[src/rtl/pwt_pkg.sv]
package pwt_pkg;
  typedef enum logic [1:0] {
    EDGE_NONE = 2'b00,
    EDGE_RISE = 2'b01,
    EDGE_FALL = 2'b10,
    EDGE_BOTH = 2'b11
  } edge_sel_e;
endpackage

[src/rtl/pwt_rst_sync.sv]
module pwt_rst_sync #(
  parameter int STAGES = 2
) (
  input  logic clk_i,
  input  logic arst_ni,
  output logic rst_no
);
  logic [STAGES-1:0] chain_q;

  always_ff @(posedge clk_i or negedge arst_ni) begin
    if (!arst_ni) chain_q <= '0;
    else          chain_q <= {chain_q[STAGES-2:0], 1'b1};
  end

  assign rst_no = chain_q[STAGES-1];
endmodule

[src/rtl/pwt_edge_detect.sv]
module pwt_edge_detect
  import pwt_pkg::*;
#(
  parameter int SYNC_STAGES = 2
) (
  input  logic       clk_i,
  input  logic       rst_ni,
  input  logic       sig_i,
  input  logic       sample_en_i,
  input  logic [1:0] sel_i,
  output logic       edge_o
);
  logic [SYNC_STAGES-1:0] sync_q, sync_d;
  logic                   prev_q, prev_d;
  logic                   synced, rise, fall, hit;
  edge_sel_e              mode;

  assign synced = sync_q[SYNC_STAGES-1];
  assign mode   = edge_sel_e'(sel_i);

  always_comb begin
    sync_d = {sync_q[SYNC_STAGES-2:0], sig_i};
    prev_d = prev_q;
    if (sample_en_i) prev_d = synced;
  end

  always_ff @(posedge clk_i or negedge rst_ni) begin
    if (!rst_ni) begin
      sync_q <= '0;
      prev_q <= 1'b0;
    end else begin
      sync_q <= sync_d;
      prev_q <= prev_d;
    end
  end

  always_comb begin
    rise = synced & ~prev_q;
    fall = ~synced & prev_q;
    unique case (mode)
      EDGE_RISE: hit = rise;
      EDGE_FALL: hit = fall;
      EDGE_BOTH: hit = rise | fall;
      default:   hit = 1'b0;
    endcase
    edge_o = sample_en_i & hit;
  end

  // the none selection never qualifies a transition
  a_r7_none_selected: assert property (@(posedge clk_i) disable iff (!rst_ni)
    (sel_i == EDGE_NONE) |-> !edge_o);
  // a disabled cycle detects nothing
  a_r4_no_edge_when_idle: assert property (@(posedge clk_i) disable iff (!rst_ni)
    !sample_en_i |-> !edge_o);
endmodule

[src/rtl/pwt_counter.sv]
module pwt_counter #(
  parameter int CNT_W = 16
) (
  input  logic             clk_i,
  input  logic             rst_ni,
  input  logic             run_i,
  input  logic             cnt_en_i,
  input  logic             edge_i,
  input  logic             ovf_clr_i,
  output logic [CNT_W-1:0] cap_val_o,
  output logic             cap_irq_o,
  output logic             ovf_irq_o,
  output logic             ovf_flag_o
);
  localparam logic [CNT_W-1:0] CNT_MAX = '1;
  localparam logic [CNT_W-1:0] CNT_ONE = CNT_W'(1);

  logic [CNT_W-1:0] cnt_q, cnt_d;
  logic [CNT_W-1:0] cap_q, cap_d;
  logic             cap_irq_q, cap_irq_d;
  logic             ovf_irq_q, ovf_irq_d;
  logic             flag_q, flag_d;
  logic             step;

  assign step = run_i & cnt_en_i;

  always_comb begin
    cnt_d     = cnt_q;
    cap_d     = cap_q;
    cap_irq_d = 1'b0;
    ovf_irq_d = 1'b0;
    flag_d    = flag_q & ~ovf_clr_i;
    if (!run_i) begin
      cnt_d = '0;
    end else if (step) begin
      if (edge_i) begin
        cap_d     = cnt_q;
        cnt_d     = '0;
        cap_irq_d = 1'b1;
      end else if (cnt_q == CNT_MAX) begin
        cnt_d     = '0;
        ovf_irq_d = 1'b1;
        flag_d    = 1'b1;
      end else begin
        cnt_d = cnt_q + CNT_ONE;
      end
    end
  end

  always_ff @(posedge clk_i or negedge rst_ni) begin
    if (!rst_ni) begin
      cnt_q     <= '0;
      cap_q     <= '0;
      cap_irq_q <= 1'b0;
      ovf_irq_q <= 1'b0;
      flag_q    <= 1'b0;
    end else begin
      cnt_q     <= cnt_d;
      cap_q     <= cap_d;
      cap_irq_q <= cap_irq_d;
      ovf_irq_q <= ovf_irq_d;
      flag_q    <= flag_d;
    end
  end

  assign cap_val_o  = cap_q;
  assign cap_irq_o  = cap_irq_q;
  assign ovf_irq_o  = ovf_irq_q;
  assign ovf_flag_o = flag_q;

  // the counter sits at zero when a capture pulse is out
  a_r2_zero_after_capture: assert property (@(posedge clk_i) disable iff (!rst_ni)
    cap_irq_q |-> (cnt_q == '0));
  // run low clears the count and keeps capture and flag
  a_r9_run_low_hold: assert property (@(posedge clk_i) disable iff (!rst_ni)
    !run_i |=> (cnt_q == '0) && $stable(cap_q) && !cap_irq_q && !ovf_irq_q);
  // a disabled cycle changes nothing
  a_r4_hold_when_idle: assert property (@(posedge clk_i) disable iff (!rst_ni)
    (run_i && !cnt_en_i) |=> $stable(cnt_q) && $stable(cap_q) && !cap_irq_q && !ovf_irq_q);
  // the overflow pulse lasts one cycle
  a_r5_single_overflow: assert property (@(posedge clk_i) disable iff (!rst_ni)
    ovf_irq_q |=> !ovf_irq_q);
  // the flag is set alongside every overflow
  a_r6_flag_with_overflow: assert property (@(posedge clk_i) disable iff (!rst_ni)
    ovf_irq_q |-> flag_q);
  // the flag stays set until a clear is sampled
  a_r6_sticky: assert property (@(posedge clk_i) disable iff (!rst_ni)
    (flag_q && !ovf_clr_i) |=> flag_q);
  // capture and overflow never occur on the same edge
  a_r10_exclusive: assert property (@(posedge clk_i) disable iff (!rst_ni)
    !(cap_irq_q && ovf_irq_q));
endmodule

[src/rtl/pulse_width_timer.sv]
module pulse_width_timer #(
  parameter int CNT_W       = 16,
  parameter int SYNC_STAGES = 2,
  parameter int RST_STAGES  = 2
) (
  input  logic             clk_i,
  input  logic             rst_ni,
  input  logic             run_i,
  input  logic             cnt_en_i,
  input  logic             cap_in_i,
  input  logic [1:0]       edge_sel_i,
  input  logic             ovf_clr_i,
  output logic [CNT_W-1:0] cap_val_o,
  output logic             cap_irq_o,
  output logic             ovf_irq_o,
  output logic             ovf_flag_o
);
  logic rst_n_int;
  logic edge_hit;

  pwt_rst_sync #(.STAGES(RST_STAGES)) u_rst (
    .clk_i   (clk_i),
    .arst_ni (rst_ni),
    .rst_no  (rst_n_int)
  );

  pwt_edge_detect #(.SYNC_STAGES(SYNC_STAGES)) u_edge (
    .clk_i       (clk_i),
    .rst_ni      (rst_n_int),
    .sig_i       (cap_in_i),
    .sample_en_i (cnt_en_i),
    .sel_i       (edge_sel_i),
    .edge_o      (edge_hit)
  );

  pwt_counter #(.CNT_W(CNT_W)) u_cnt (
    .clk_i      (clk_i),
    .rst_ni     (rst_n_int),
    .run_i      (run_i),
    .cnt_en_i   (cnt_en_i),
    .edge_i     (edge_hit),
    .ovf_clr_i  (ovf_clr_i),
    .cap_val_o  (cap_val_o),
    .cap_irq_o  (cap_irq_o),
    .ovf_irq_o  (ovf_irq_o),
    .ovf_flag_o (ovf_flag_o)
  );
endmodule

[config.mk]
export PLATFORM = sky130hd
export DESIGN_NAME = pulse_width_timer
export DESIGN_NICKNAME = d
export VERILOG_FILES = /design/src/rtl/pwt_pkg.sv /design/src/rtl/pwt_rst_sync.sv /design/src/rtl/pwt_edge_detect.sv /design/src/rtl/pwt_counter.sv /design/src/rtl/pulse_width_timer.sv
export SDC_FILE = /design/constraint.sdc
export NUM_CORES = 1
export LEC_CHECK = 0
export ABC_AREA = 1
export BUFFER_PORTS_ARGS = -buffer_cell sky130_fd_sc_hd__buf_4
export CELL_PAD_IN_SITES_DETAIL_PLACEMENT = 0
export CELL_PAD_IN_SITES_GLOBAL_PLACEMENT = 1
export CORE_ASPECT_RATIO = 1.75
export CORE_UTILIZATION = 44
export CTS_BUF_LIST = sky130_fd_sc_hd__clkbuf_4 sky130_fd_sc_hd__clkbuf_8
export DETAILED_ROUTE_END_ITERATION = 7
export PLACE_DENSITY = 0.79
export RECOVER_POWER = 25
export SLEW_MARGIN = 20
export SYNTH_ARGS = -nofsm -noshare
export SYNTH_HDL_FRONTEND = slang
export SYNTH_SLANG_ARGS = --single-unit
[constraint.sdc]
create_clock -name clk_i -period 1.4 [get_ports clk_i]
set_input_delay 0 -clock clk_i [delete_from_list [all_inputs] [get_ports clk_i]]
set_output_delay 0 -clock clk_i [all_outputs]
set_load 0.02 [all_outputs]
---- Word level (Yosys, flattened, before mapping) ----
Index checks and enable logic that the tools add are counted.
operators by class
  add/subtract/negate cells ............... 1
  bitwise gates (word level) .............. 9
  multiply operators ...................... 0
  div/mod/pow operators ................... 0
  eq/ne operators ......................... 5
  shift operators ......................... 0
  muxes and demuxes ....................... 16
  reductions and logical operators ........ 1
  order comparisons ....................... 0
operator list
  kind                                                             number
  16-bit 2-to-1 mux                                                4
  16-bit by 1-bit adder with 16-bit output, second input constant  1
  16-bit == test, second input constant                            1
  1-bit 2-to-1 mux                                                 11
  1-bit bitwise AND                                                5
  2-bit == test, second input constant                             2
  1-bit inverter                                                   3
  1-bit one-hot mux with 3 select lines                            1
  3-bit AND reduction                                              1
  2-bit by 1-bit == test with 1-bit output, second input constant  1
  2-bit by 1-bit != test with 1-bit output, second input constant  1
  1-bit bitwise OR                                                 1
storage, ports and cells
  flip-flop bits (word level) ............. 40
  bits in read-only memories .............. 0
  input bits .............................. 8
  output and inout bits ................... 19
  bits in writable memories ............... 0
  bits in latches ......................... 0
  word-level logic and storage cells ...... 40
  memories kept ........................... 0

---- Longest topological paths before layout ----
Gate-level depths: netlist of run 1.
  depth in word-level cells ............... 8
  depth in mapped cells ................... 11
  gate-level depth less buffers ........... 10

---- Modules after synthesis ----
From an unflattened synthesis of run 1, not the netlist that was laid out.
unflattened totals
  cell total of the unflattened synthesis .. 232
  area, all modules ....................... 1,974.4 µm²
by module, submodules not included
  module           cells an instance  times used  area each (µm²)
  pwt_counter      209                1           1,762.9
  pwt_edge_detect  20                 1           157.7
  pwt_rst_sync     3                  1           53.8

---- Least setup slack after synthesis of run 1 ----
OpenSTA, ideal clock, no wires.
  kind .................................... flip-flop to flip-flop
  from .................................... register u_edge.prev_q
  to ...................................... register u_cnt.cap_q[0] (netlist: u_cnt.cap_val_o[0])
  slack ................................... -0.049 ns
  cell stages (with the launch flop) ...... 12
  setup time .............................. 0.128 ns
  arrival time ............................ 1.320 ns
  path through ............................ dfrtp_1 -> inv_1 -> ha_1 -> inv_1 -> nand2_1 -> nand3_1 -> nand2_2 -> inv_1 -> nand2_2 -> buf_2 -> nand2_1 -> o21ai_0
between the ends
  word-level cells in the longest chain between the ends .. 6
  elaborated cells on any way between the ends .. 7
ends and longest elaborated chain
  item                                     RTL line               source
  start, declared                          pwt_edge_detect.sv:14  logic prev_q, prev_d;
  start signal, assigned                   pwt_edge_detect.sv:33  prev_q <= prev_d;
  1-bit inverter                           pwt_edge_detect.sv:38  rise = synced & ~prev_q;
  1-bit bitwise AND                        pwt_edge_detect.sv:38
  1-bit bitwise OR                         pwt_edge_detect.sv:43  EDGE_BOTH: hit = rise | fall;
  1-bit one-hot mux with 3 select lines *  pwt_edge_detect.sv:40  unique case (mode)
  1-bit bitwise AND *                      pwt_edge_detect.sv:46  edge_o = sample_en_i & hit;
  3-bit AND reduction (no source line) *   n/a
  end signal, assigned                     pwt_counter.sv:59      cap_q <= cap_d;
  end, declared                            pwt_counter.sv:19      logic [CNT_W-1:0] cap_q, cap_d;
Every way passes the cells marked *; elsewhere a longest branch is shown, timed or not.
A chain may end at the register's enable or synchronous reset.

---- Worst setup path in the final report of run 1 ----
  from .................................... register u_edge.sync_q[1]
  to ...................................... register u_cnt.cnt_q[13]
between the ends
  word-level cells in the longest chain between the ends .. 8
  elaborated cells on any way between the ends .. 9
ends and longest elaborated chain
  item                                     RTL line               source
  start, declared                          pwt_edge_detect.sv:13  logic [SYNC_STAGES-1:0] sync_q, sync_d;
  start signal, assigned                   pwt_edge_detect.sv:32  sync_q <= sync_d;
  1-bit inverter                           pwt_edge_detect.sv:39  fall = ~synced & prev_q;
  1-bit bitwise AND                        pwt_edge_detect.sv:39
  1-bit bitwise OR                         pwt_edge_detect.sv:43
  1-bit one-hot mux with 3 select lines *  pwt_edge_detect.sv:40
  1-bit bitwise AND *                      pwt_edge_detect.sv:46
  16-bit 2-to-1 mux *                      pwt_counter.sv:36      if (edge_i) begin
  16-bit 2-to-1 mux *                      pwt_counter.sv:35      end else if (step) begin
  16-bit 2-to-1 mux *                      pwt_counter.sv:33      if (!run_i) begin
  end signal, assigned                     pwt_counter.sv:58      cnt_q <= cnt_d;
  end, declared                            pwt_counter.sv:18      logic [CNT_W-1:0] cnt_q, cnt_d;
Every way passes the cells marked *; elsewhere a longest branch is shown, timed or not. The select of a mux whose other input is x is not followed.

==> results.tsv, run 1 <==
metric	value	unit
status	finished, violations left	
failing checks	setup timing	
gr usage total	0.2216	
DRT Wirelength	4939	um
pin slew with the least headroom to its limit	0.9397	ns
Post-DP Area	2350	um^2
VDD IR-drop max	889.0	uV
post-route antenna net violation count	0	
vias in the first global route	1699	
Period minus WS final	1.558	ns
overall via count from detail_route	1656	
clock skew	0.006509	ns
# diodes	0	
max-slew violation count	0	
post-synth net total	241	
unrepaired setup endpoints after global routing	true	
final core utilization	0.6359	
initial antenna violation count	0	
Die Width	52.86	um
Post-synth EDFFs	0	
layout cells sized above 1	0.4105	
Slew headroom	0.3735	
drt drc	0	
drt pass-1 iters	4	
Row Count	32	
largest net degree at the start of global routing	39	
max-cap viol count	0	
Final Hold Viols	0	
worst r2r src	u_edge.sync_q[1]	
Initial DRC Count	21	
Via-to-Cell Ratio	4.929	
Worst Path Arrival	1.80	ns
post-synthesis sequential area ratio	0.5025	
H-tree Lvls	2	
core box area	4364	um^2
CP Max Fanout	7	
CP Capture Type	flop	
reg2reg setup slack	-0.16	ns
initial core utilization	0.4564	
HP Class	in -> async	
fmax	642.0	MHz
worst-path cell chain	ha_4 -> inv_2 -> nand2_1 -> nand3_1 -> nand2_2 -> nand2_2 -> nor2_4 -> clkbuf_16 -> nand3_2 -> nand2_1	
final non-filler cell total	336	
finished layout cell area	2775	um^2
Lkg Pwr	1.319	nW
Max Root-Sink Buffers	2	
gpl congestion	0.8266	
clk slew on worst S/H paths	0.09	ns
most common cell after layout, fill and taps aside	nand2_1	
CP max-delay cell	dfrtp_1	
DP HPWL	3327	um
Final WS setup	-0.1576	ns
P&R area growth vs syn	39.32	%
I/O Pins	27	
count of state elements after synthesis	40	
Mapped Area	1992	um^2
global-route wire length before repair	7603	um
Synth Instances	230	
CTS tree	done	
cell count after placement	318	
Die H	91.01	um
die area	4811	um^2
synth warn	0	
Clock Root Buffer	clkbuf_8	
CP Launch Type	flop	
CP peak stage delay	0.42	ns
ys async rst share	1.000	
Pwr per Cell Area	886.1	nW/um^2
final setup fails	33	
Setup CP Type	reg -> reg	
Req. time, crit path	1.64	ns
clk sinks	40	
highest-count cells in the layout ignoring fill and taps	nand2_1 (47), dfrtp_1 (40), buf_4 (38)	
count of input and output buffers	26	
crit share post-route	1.113	
Place WS	-0.09899	ns
worst skew pair latency	0.30	ns
FF-to-FF End	u_cnt.cnt_q[13]	
fin nets	295	
Routed WL per cell	14.70	um
Synth Area per Inst	8.660	um^2
Congestion Overflow GR	0	
CTS buffer count	5	
top_reg_cell synth	dfrtp_1	
Netlist cell types	25	
number of cells on the worst reg-to-reg path	10	
[registers in the layout, indices dropped and copies added (netlist names)]
signal,count
u_edge.sync_q,2
u_cnt.cap_val_o,16
u_rst.chain_q,2
u_cnt.ovf_flag_o,1
u_cnt.cap_irq_o,1
u_edge.prev_q,1
u_cnt.ovf_irq_o,1
u_cnt.cnt_q,16
[synth_stat cells (2+ instances only)]
cell	number	area share
nand2_1	64	0.12
dfrtp_1	40	0.50
inv_1	31	0.058
o21ai_0	24	0.060
nand2_2	10	0.031
nand3_1	10	0.025
nor2_1	10	0.019
nand3_2	7	0.035
nor2_4	5	0.028
xor2_1	5	0.022
o21ai_2	4	0.018
ha_1	3	0.019
buf_6	2	0.011
nor3_1	2	0.0050
o21ai_1	2	0.0050
or2_2	2	0.0063
[cell families (layout without fill, tap and decap cells)]
logic type	after synthesis	in the layout	synth area share
adders and majority gates	3	3	0.01885
and+or+nand+nor	113	113	0.2858
xor gates and xnor gates	5	5	0.02198
DFF	40	40	0.5025
buffers and inverters	37	92	0.08353
other	1	1	0.001883
AOI/OAI and AO/OA	31	31	0.08543
[power breakdown]
group	leakage (nW)	internal [mW]	switching, mW
Combinational	0.720	0.133	0.154
Clock	0.0548	0.537	0.433
Sequential	0.544	1.18	0.0193
[worst max-delay path: cells and delay by family, from the launching register on]
family        cells  cell delay [ns]
buf+inv           2             0.20
fa+ha+maj         1             0.28
flops             1             0.42
simple gates      7             0.60
[timing repair]
| item | CTS | global route |
|---|---|---|
| cloned | 1 | 4 |
| hold endpoints to repair | 5 | 0 |
| resized for setup | 9 | 52 |
| buffers inserted | 1 | 0 |
| hold buffers | 4 | 0 |
| pin swaps | 1 | 2 |
| setup endpoints to repair | 33 | 35 |
[through the flow]
step / power [mW] / hold WS [ns] / TNS (ns)
after floorplan: 1.338 / -0.2956 / -0.1896
after detailed placement: 1.430 / -0.2156 / -1.969
after CTS: 2.421 / 0.004155 / -2.242
after global routing: 2.559 / 0.01678 / -6.743
final: 2.459 / 0.009548 / -3.543
after global placement: 1.428 / -0.2171 / -1.209
[area by class of cell]
cell class | count | area (um^2)
Fill cell | 388 | 1589
Sequential cell | 40 | 1001
Multi-Input combinational cell | 153 | 965.9
Timing Repair Buffer | 52 | 509.2
Inverter | 32 | 120.1
Clock buffer | 5 | 68.82
Tap cell | 51 | 63.81
Clock inverter | 3 | 46.29
[layer usage]
layer / global-route usage / wire, um / vias up
li1: - / - / 824
met1: 0.2355 / 1815 / 799
met2: 0.3840 / 2873 / 21
met3: 0.04020 / 79 / 12
met4: 0.1316 / 171 / 0
met5: 0 / 0 / -
[worst max-delay path by stage]
| stage | from | to |
|---|---|---|
| 4_1_cts | u_edge.prev_q | u_cnt.cap_val_o[2] |
| 6_report | u_edge.sync_q[1] | u_cnt.cnt_q[13] |
| 2_1_floorplan | u_edge.sync_q[1] | u_cnt.cnt_q[13] |
| 5_1_grt | u_edge.sync_q[1] | u_cnt.cnt_q[13] |
| 3_5_place_dp | u_edge.prev_q | u_cnt.cap_val_o[5] |
| 3_3_place_gp | u_edge.prev_q | u_cnt.cap_val_o[8] |
Note: power is estimated with default switching activity, not from simulation.
==> inputs of run 2 (changes only) <==
SETUP_SLACK_MARGIN = 0.1   (was not set)
==> results.tsv, run 2 (same netlist as run 1, synthesis figures left out) <==
metric	value	unit	change
final non-filler cell total	337		+0.30%
Lkg Pwr	1.349	nW	+2.3%
Clock Root Buffer	clkbuf_8		
vias in the first global route	1629		-4.1%
P&R area growth vs syn	40.89	%	
gpl congestion	0.8082		-2.2%
core box area	4364	um^2	unchanged
status	finished, violations left		
I/O Pins	27		unchanged
cell count after placement	318		unchanged
Place WS	-0.1164	ns	-0.01742 ns
failing checks	setup timing		
gr usage total	0.2188		-0.002778
Max Root-Sink Buffers	2		unchanged
max-cap viol count	0		unchanged
CP Launch Type	flop		
drt pass-1 iters	4		unchanged
FF-to-FF End	u_cnt.cnt_q[14]		
pin slew with the least headroom to its limit	0.9353	ns	-0.004420 ns
Final Hold Viols	0		unchanged
fmax	632.5	MHz	-1.5%
worst skew pair latency	0.30	ns	about the same
Req. time, crit path	1.64	ns	about the same
number of cells on the worst reg-to-reg path	11		+1
Worst Path Arrival	1.82	ns	+0.02 ns
worst r2r src	u_edge.prev_q		
post-route antenna net violation count	0		unchanged
worst hold slack	0.01305	ns	+0.003498 ns
Setup CP Type	reg -> reg		
area occupied by registers	1001	um^2	unchanged
Row Count	32		unchanged
layout cells sized above 1	0.4336		+0.02304
overall via count from detail_route	1670		+0.85%
Initial DRC Count	40		+90%
Overall Power	2.352	mW	-4.4%
CP Capture Type	flop		
Final WS setup	-0.1811	ns	-0.02342 ns
VDD IR-drop max	1056	uV	+19%
most common cell after layout, fill and taps aside	nand2_1		
Die H	91.01	um	unchanged
DP HPWL	3346	um	+0.59%
Slew headroom	0.3765		+0.002946
largest net degree at the start of global routing	39		unchanged
Congestion Overflow GR	0		unchanged
final setup fails	33		unchanged
Routed WL per cell	14.99	um	+2.0%
clock skew	0.004588	ns	-0.001920 ns
Via-to-Cell Ratio	4.955		+0.55%
drt drc	0		unchanged
setup TNS	-4.469	ns	-0.9269 ns
CTS tree	done		
HP Class	in -> async		
die area	4811	um^2	unchanged
max-slew violation count	0		unchanged
count of input and output buffers	26		unchanged
fin nets	296		+0.34%
clk sinks	40		unchanged
DRT Wirelength	5053	um	+2.3%
clk slew on worst S/H paths	0.08	ns	about the same
reg2reg setup slack	-0.18	ns	-0.02 ns
unrepaired setup endpoints after global routing	true		
# diodes	0		unchanged
Pwr per Cell Area	837.9	nW/um^2	-5.4%
Die Width	52.86	um	unchanged
Period minus WS final	1.581	ns	+0.02342 ns
highest-count cells in the layout ignoring fill and taps	nand2_1 (45), dfrtp_1 (40), buf_4 (37)		
crit share post-route	1.129		+0.01673
initial core utilization	0.4564		unchanged
filler cell count	379		-2.3%
global-route wire length before repair	7307	um	-3.9%
CP Max Fanout	7		unchanged
initial antenna violation count	0		unchanged
area used by multi-input combinational logic	1012	um^2	+4.8%
H-tree Lvls	2		unchanged
CTS buffer count	5		unchanged
run 2: how the worst max path moves through the flow:
| stage | end | cells past startpoint | startpoint |
|---|---|---|---|
| 6_report | u_cnt.cnt_q[14] | 11 | u_edge.prev_q |
| 5_1_grt | u_cnt.cnt_q[13] | 10 | u_edge.prev_q |
| 4_1_cts | u_cnt.cap_val_o[6] | 11 | u_edge.prev_q |
| 3_5_place_dp | u_cnt.cap_val_o[6] | 11 | u_edge.prev_q |
| 3_3_place_gp | u_cnt.cap_val_o[6] | 11 | u_edge.prev_q |
| 2_1_floorplan | u_cnt.cnt_q[13] | 10 | u_edge.sync_q[1] |
run 2: metrics by stage:
stage / instance area, um^2 / util
after global routing: 2806 / 0.6431
after detailed placement: 2350 / 0.5384
after floorplan: 1998 / -
after CTS: 2507 / 0.5745
after global placement: 2350 / 0.5384
final: 2806 / 0.6431
run 2: cell type report:
class | count | area share
clock buffers | 6 | 0.02942
inverters | 32 | 0.04280
repair buffers | 53 | 0.1823
flip-flops and latches | 40 | 0.3567
clock inverters | 2 | 0.005350
well taps | 51 | 0.02274
multi-input cells | 153 | 0.3607
run 2: repair_timing:
action	in CTS	in global routing
hold endpoints to repair	5	0
cloned	0	5
buffers inserted	2	1
gates resized for setup	7	65
pin swaps	0	11
hold buffers	4	0
setup endpoints to repair	35	35
run 2: critical path, stage by stage, from the launching register on:
cell and delay (ns):
dfrtp_1 0.39, inv_2 0.07, ha_4 0.26, inv_2 0.03, nand2_2 0.06, nand3_2 0.08
nand2_4 0.10, nand2_4 0.06, nor2_4 0.17, clkbuf_16 0.18, nand3_2 0.06, nand2_1 0.06
run 2: where the power goes:
part,total (mW),switching [mW],internal [mW]
combinational,0.316,0.170,0.145
clock,0.831,0.432,0.399
sequential,1.20,0.0218,1.18
run 2: layer usage:
metal  vias up  global-route usage  routed length [um]
li1        827                   -                   -
met5         -                   0                   0
met2        32              0.3998                2991
met4         0              0.1404                 187
met3        13             0.04020                 108
met1       798              0.2057                1766
==> inputs of run 3 (changes only) <==
CORE_ASPECT_RATIO = 1.5   (was 1.75)
CORE_UTILIZATION = 43   (was 44)
CTS_BUF_LIST = not set   (was sky130_fd_sc_hd__clkbuf_4 sky130_fd_sc_hd__clkbuf_8)
PLACE_DENSITY = 0.77   (was 0.79)
==> results.tsv, run 3 (same netlist as run 1, synthesis figures left out) <==
metric	value	unit	change
Clock Root Buffer	clkbuf_8		
unrepaired setup endpoints after global routing	true		
CP Launch Type	flop		
initial core utilization	0.4459		-0.01048
Final WS setup	-0.09480	ns	+0.08627 ns
Req. time, crit path	1.63	ns	about the same
CP Max Fanout	6		-1
gr usage total	0.1917		-0.02713
Worst Path Arrival	1.72	ns	-0.10 ns
final core utilization	0.6185		-0.02458
Congestion Overflow GR	0		unchanged
failing checks	DRC, setup timing		
Final Hold Viols	0		unchanged
CTS tree	done		
initial antenna violation count	0		unchanged
largest net degree at the start of global routing	39		unchanged
Die Width	57.57	um	+8.9%
post-route antenna net violation count	0		unchanged
die area	4914	um^2	+2.1%
Setup CP Type	reg -> reg		
Routed WL per cell	13.88	um	-7.4%
cell count after placement	316		-0.63%
CP Capture Type	flop		
Pint	1.845	mW	+6.8%
crit share post-route	1.068		-0.06162
pin slew with the least headroom to its limit	0.9474	ns	+0.01212 ns
max-cap viol count	0		unchanged
P&R area growth vs syn	38.69	%	
gpl congestion	0.7983		-1.2%
Period minus WS final	1.495	ns	-0.08627 ns
CTS buffer count	5		unchanged
Row Count	30		-6.3%
Logic pwr share	0.120		-0.014
Die H	85.36	um	-6.2%
Slew headroom	0.3684		-0.008083
worst hold slack	0.02522	ns	+0.01218 ns
clk sinks	40		unchanged
fin nets	297		+0.34%
Max Root-Sink Buffers	2		unchanged
setup TNS	-2.212	ns	+2.257 ns
Net Sw Power	0.5835	mW	-6.6%
final setup fails	32		-3.0%
# diodes	0		unchanged
Via-to-Cell Ratio	4.899		-1.1%
DRT Wirelength	4649	um	-8.0%
global-route wire length before repair	7113	um	-2.7%
HP Class	in -> async		
switching part of the total power	0.2403		-0.02524
filler cell count	404		+6.6%
I/O Pins	27		unchanged
highest-count cells in the layout ignoring fill and taps	nand2_1 (48), dfrtp_1 (40), buf_4 (39)		
Lkg Pwr	1.304	nW	-3.3%
Initial DRC Count	31		-23%
most common cell after layout, fill and taps aside	nand2_1		
Pwr per Cell Area	878.9	nW/um^2	+4.9%
vias in the first global route	1640		+0.68%
clock skew	0.008978	ns	+0.004390 ns
drt pass-1 iters	8		+4
Clk pwr share	0.384		+0.030
drt drc	6		+6
final non-filler cell total	335		-0.59%
clk slew on worst S/H paths	0.08	ns	about the same
fmax	669.0	MHz	+5.8%
max-slew violation count	0		unchanged
DP HPWL	3069	um	-8.3%
layout cells sized above 1	0.4251		-0.008479
Sequential Power Share	0.495		-0.017
count of input and output buffers	26		unchanged
overall via count from detail_route	1641		-1.7%
core box area	4467	um^2	+2.4%
status	finished, violations left		
H-tree Lvls	2		unchanged
worst skew pair latency	0.29	ns	about the same
VDD IR-drop max	593.6	uV	-44%
## run 3: changes by cell type in the layout (fill, tap and decap cells not counted), sizes merged
cell and change:
buf +2, bufinv +1, clkbuf -2, clkinv +1, clkinvlp -1
## run 3: what timing repair did
action,in CTS,in global routing
setup buffers,0,3
endpoints found under the setup margin,35,35
gates resized for setup,7,58
pin swaps,0,3
hold buffers,4,0
gates cloned,0,4
hold endpoints to repair,5,0
## run 3: metal layers
metal | global-route usage | part of all wire | vias to the layer above
li1 | - | - | 827
met5 | 0 | 0 | -
met2 | 0.3499 | 0.54 | 31
met4 | 0.08426 | 0.023 | 0
met1 | 0.2115 | 0.40 | 773
met3 | 0.03354 | 0.034 | 10
## run 3: metrics by stage
step	area [um^2]	setup slack, ns	power [mW]
after global placement	2354	-0.06013	1.433
after CTS	2509	-0.08434	2.377
after detailed placement	2354	-0.08463	1.432
after floorplan	1998	-0.01441	1.338
after global routing	2763	-0.1723	2.521
final	2763	-0.09480	2.428
## run 3: path summary, 6_finish.rpt
| kind | from | to | slack, ns | depth (start not counted) |
|---|---|---|---|---|
| setup / recovery | u_edge.sync_q[1] | u_cnt.cnt_q[14] | -0.09 | 10 |
| hold / removal | rst_ni | u_rst.chain_q[0] | 0.03 | 2 |
| setup reg to reg | u_edge.sync_q[1] | u_cnt.cnt_q[14] | -0.09 | 10 |
| hold reg to reg | u_rst.chain_q[0] | u_rst.chain_q[1] | 0.36 | 0 |
| max in group asynchronous | u_rst.chain_q[1] | u_cnt.cap_val_o[14] | 0.35 | 1 |
| min in group clk_i | run_i | u_cnt.cap_irq_o | 0.14 | 4 |
## run 3: worst max-delay path: stages, from the launching register on
cell     delay, ns
dfrtp_1       0.42
ha_4          0.28
inv_2         0.03
nand2_2       0.05
nand3_2       0.08
nand2_2       0.09
nand2_2       0.08
nor2_4        0.13
buf_6         0.15
nand3_2       0.06
nand2_1       0.06
## run 3: cell type report
class	count	area (um^2)	share of cell area
repair buffers	54	501.7	0.1816
clock buffers	5	68.82	0.02491
well taps	48	60.06	0.02174
clock inverters	3	42.54	0.01540
multi-input cells	153	968.4	0.3505
flip-flops and latches	40	1001	0.3623
inverters	32	120.1	0.04348
## run 3: power by group through the flow
| stage | clock (mW) | combinational, mW | sequential [mW] |
|---|---|---|---|
| after global placement | 0 | 0.213 | 1.22 |
| after CTS | 0.956 | 0.224 | 1.20 |
| after floorplan | 0 | 0.0837 | 1.25 |
| after detailed placement | 0 | 0.212 | 1.22 |
| final | 0.933 | 0.292 | 1.20 |
| after global routing | 0.997 | 0.319 | 1.21 |
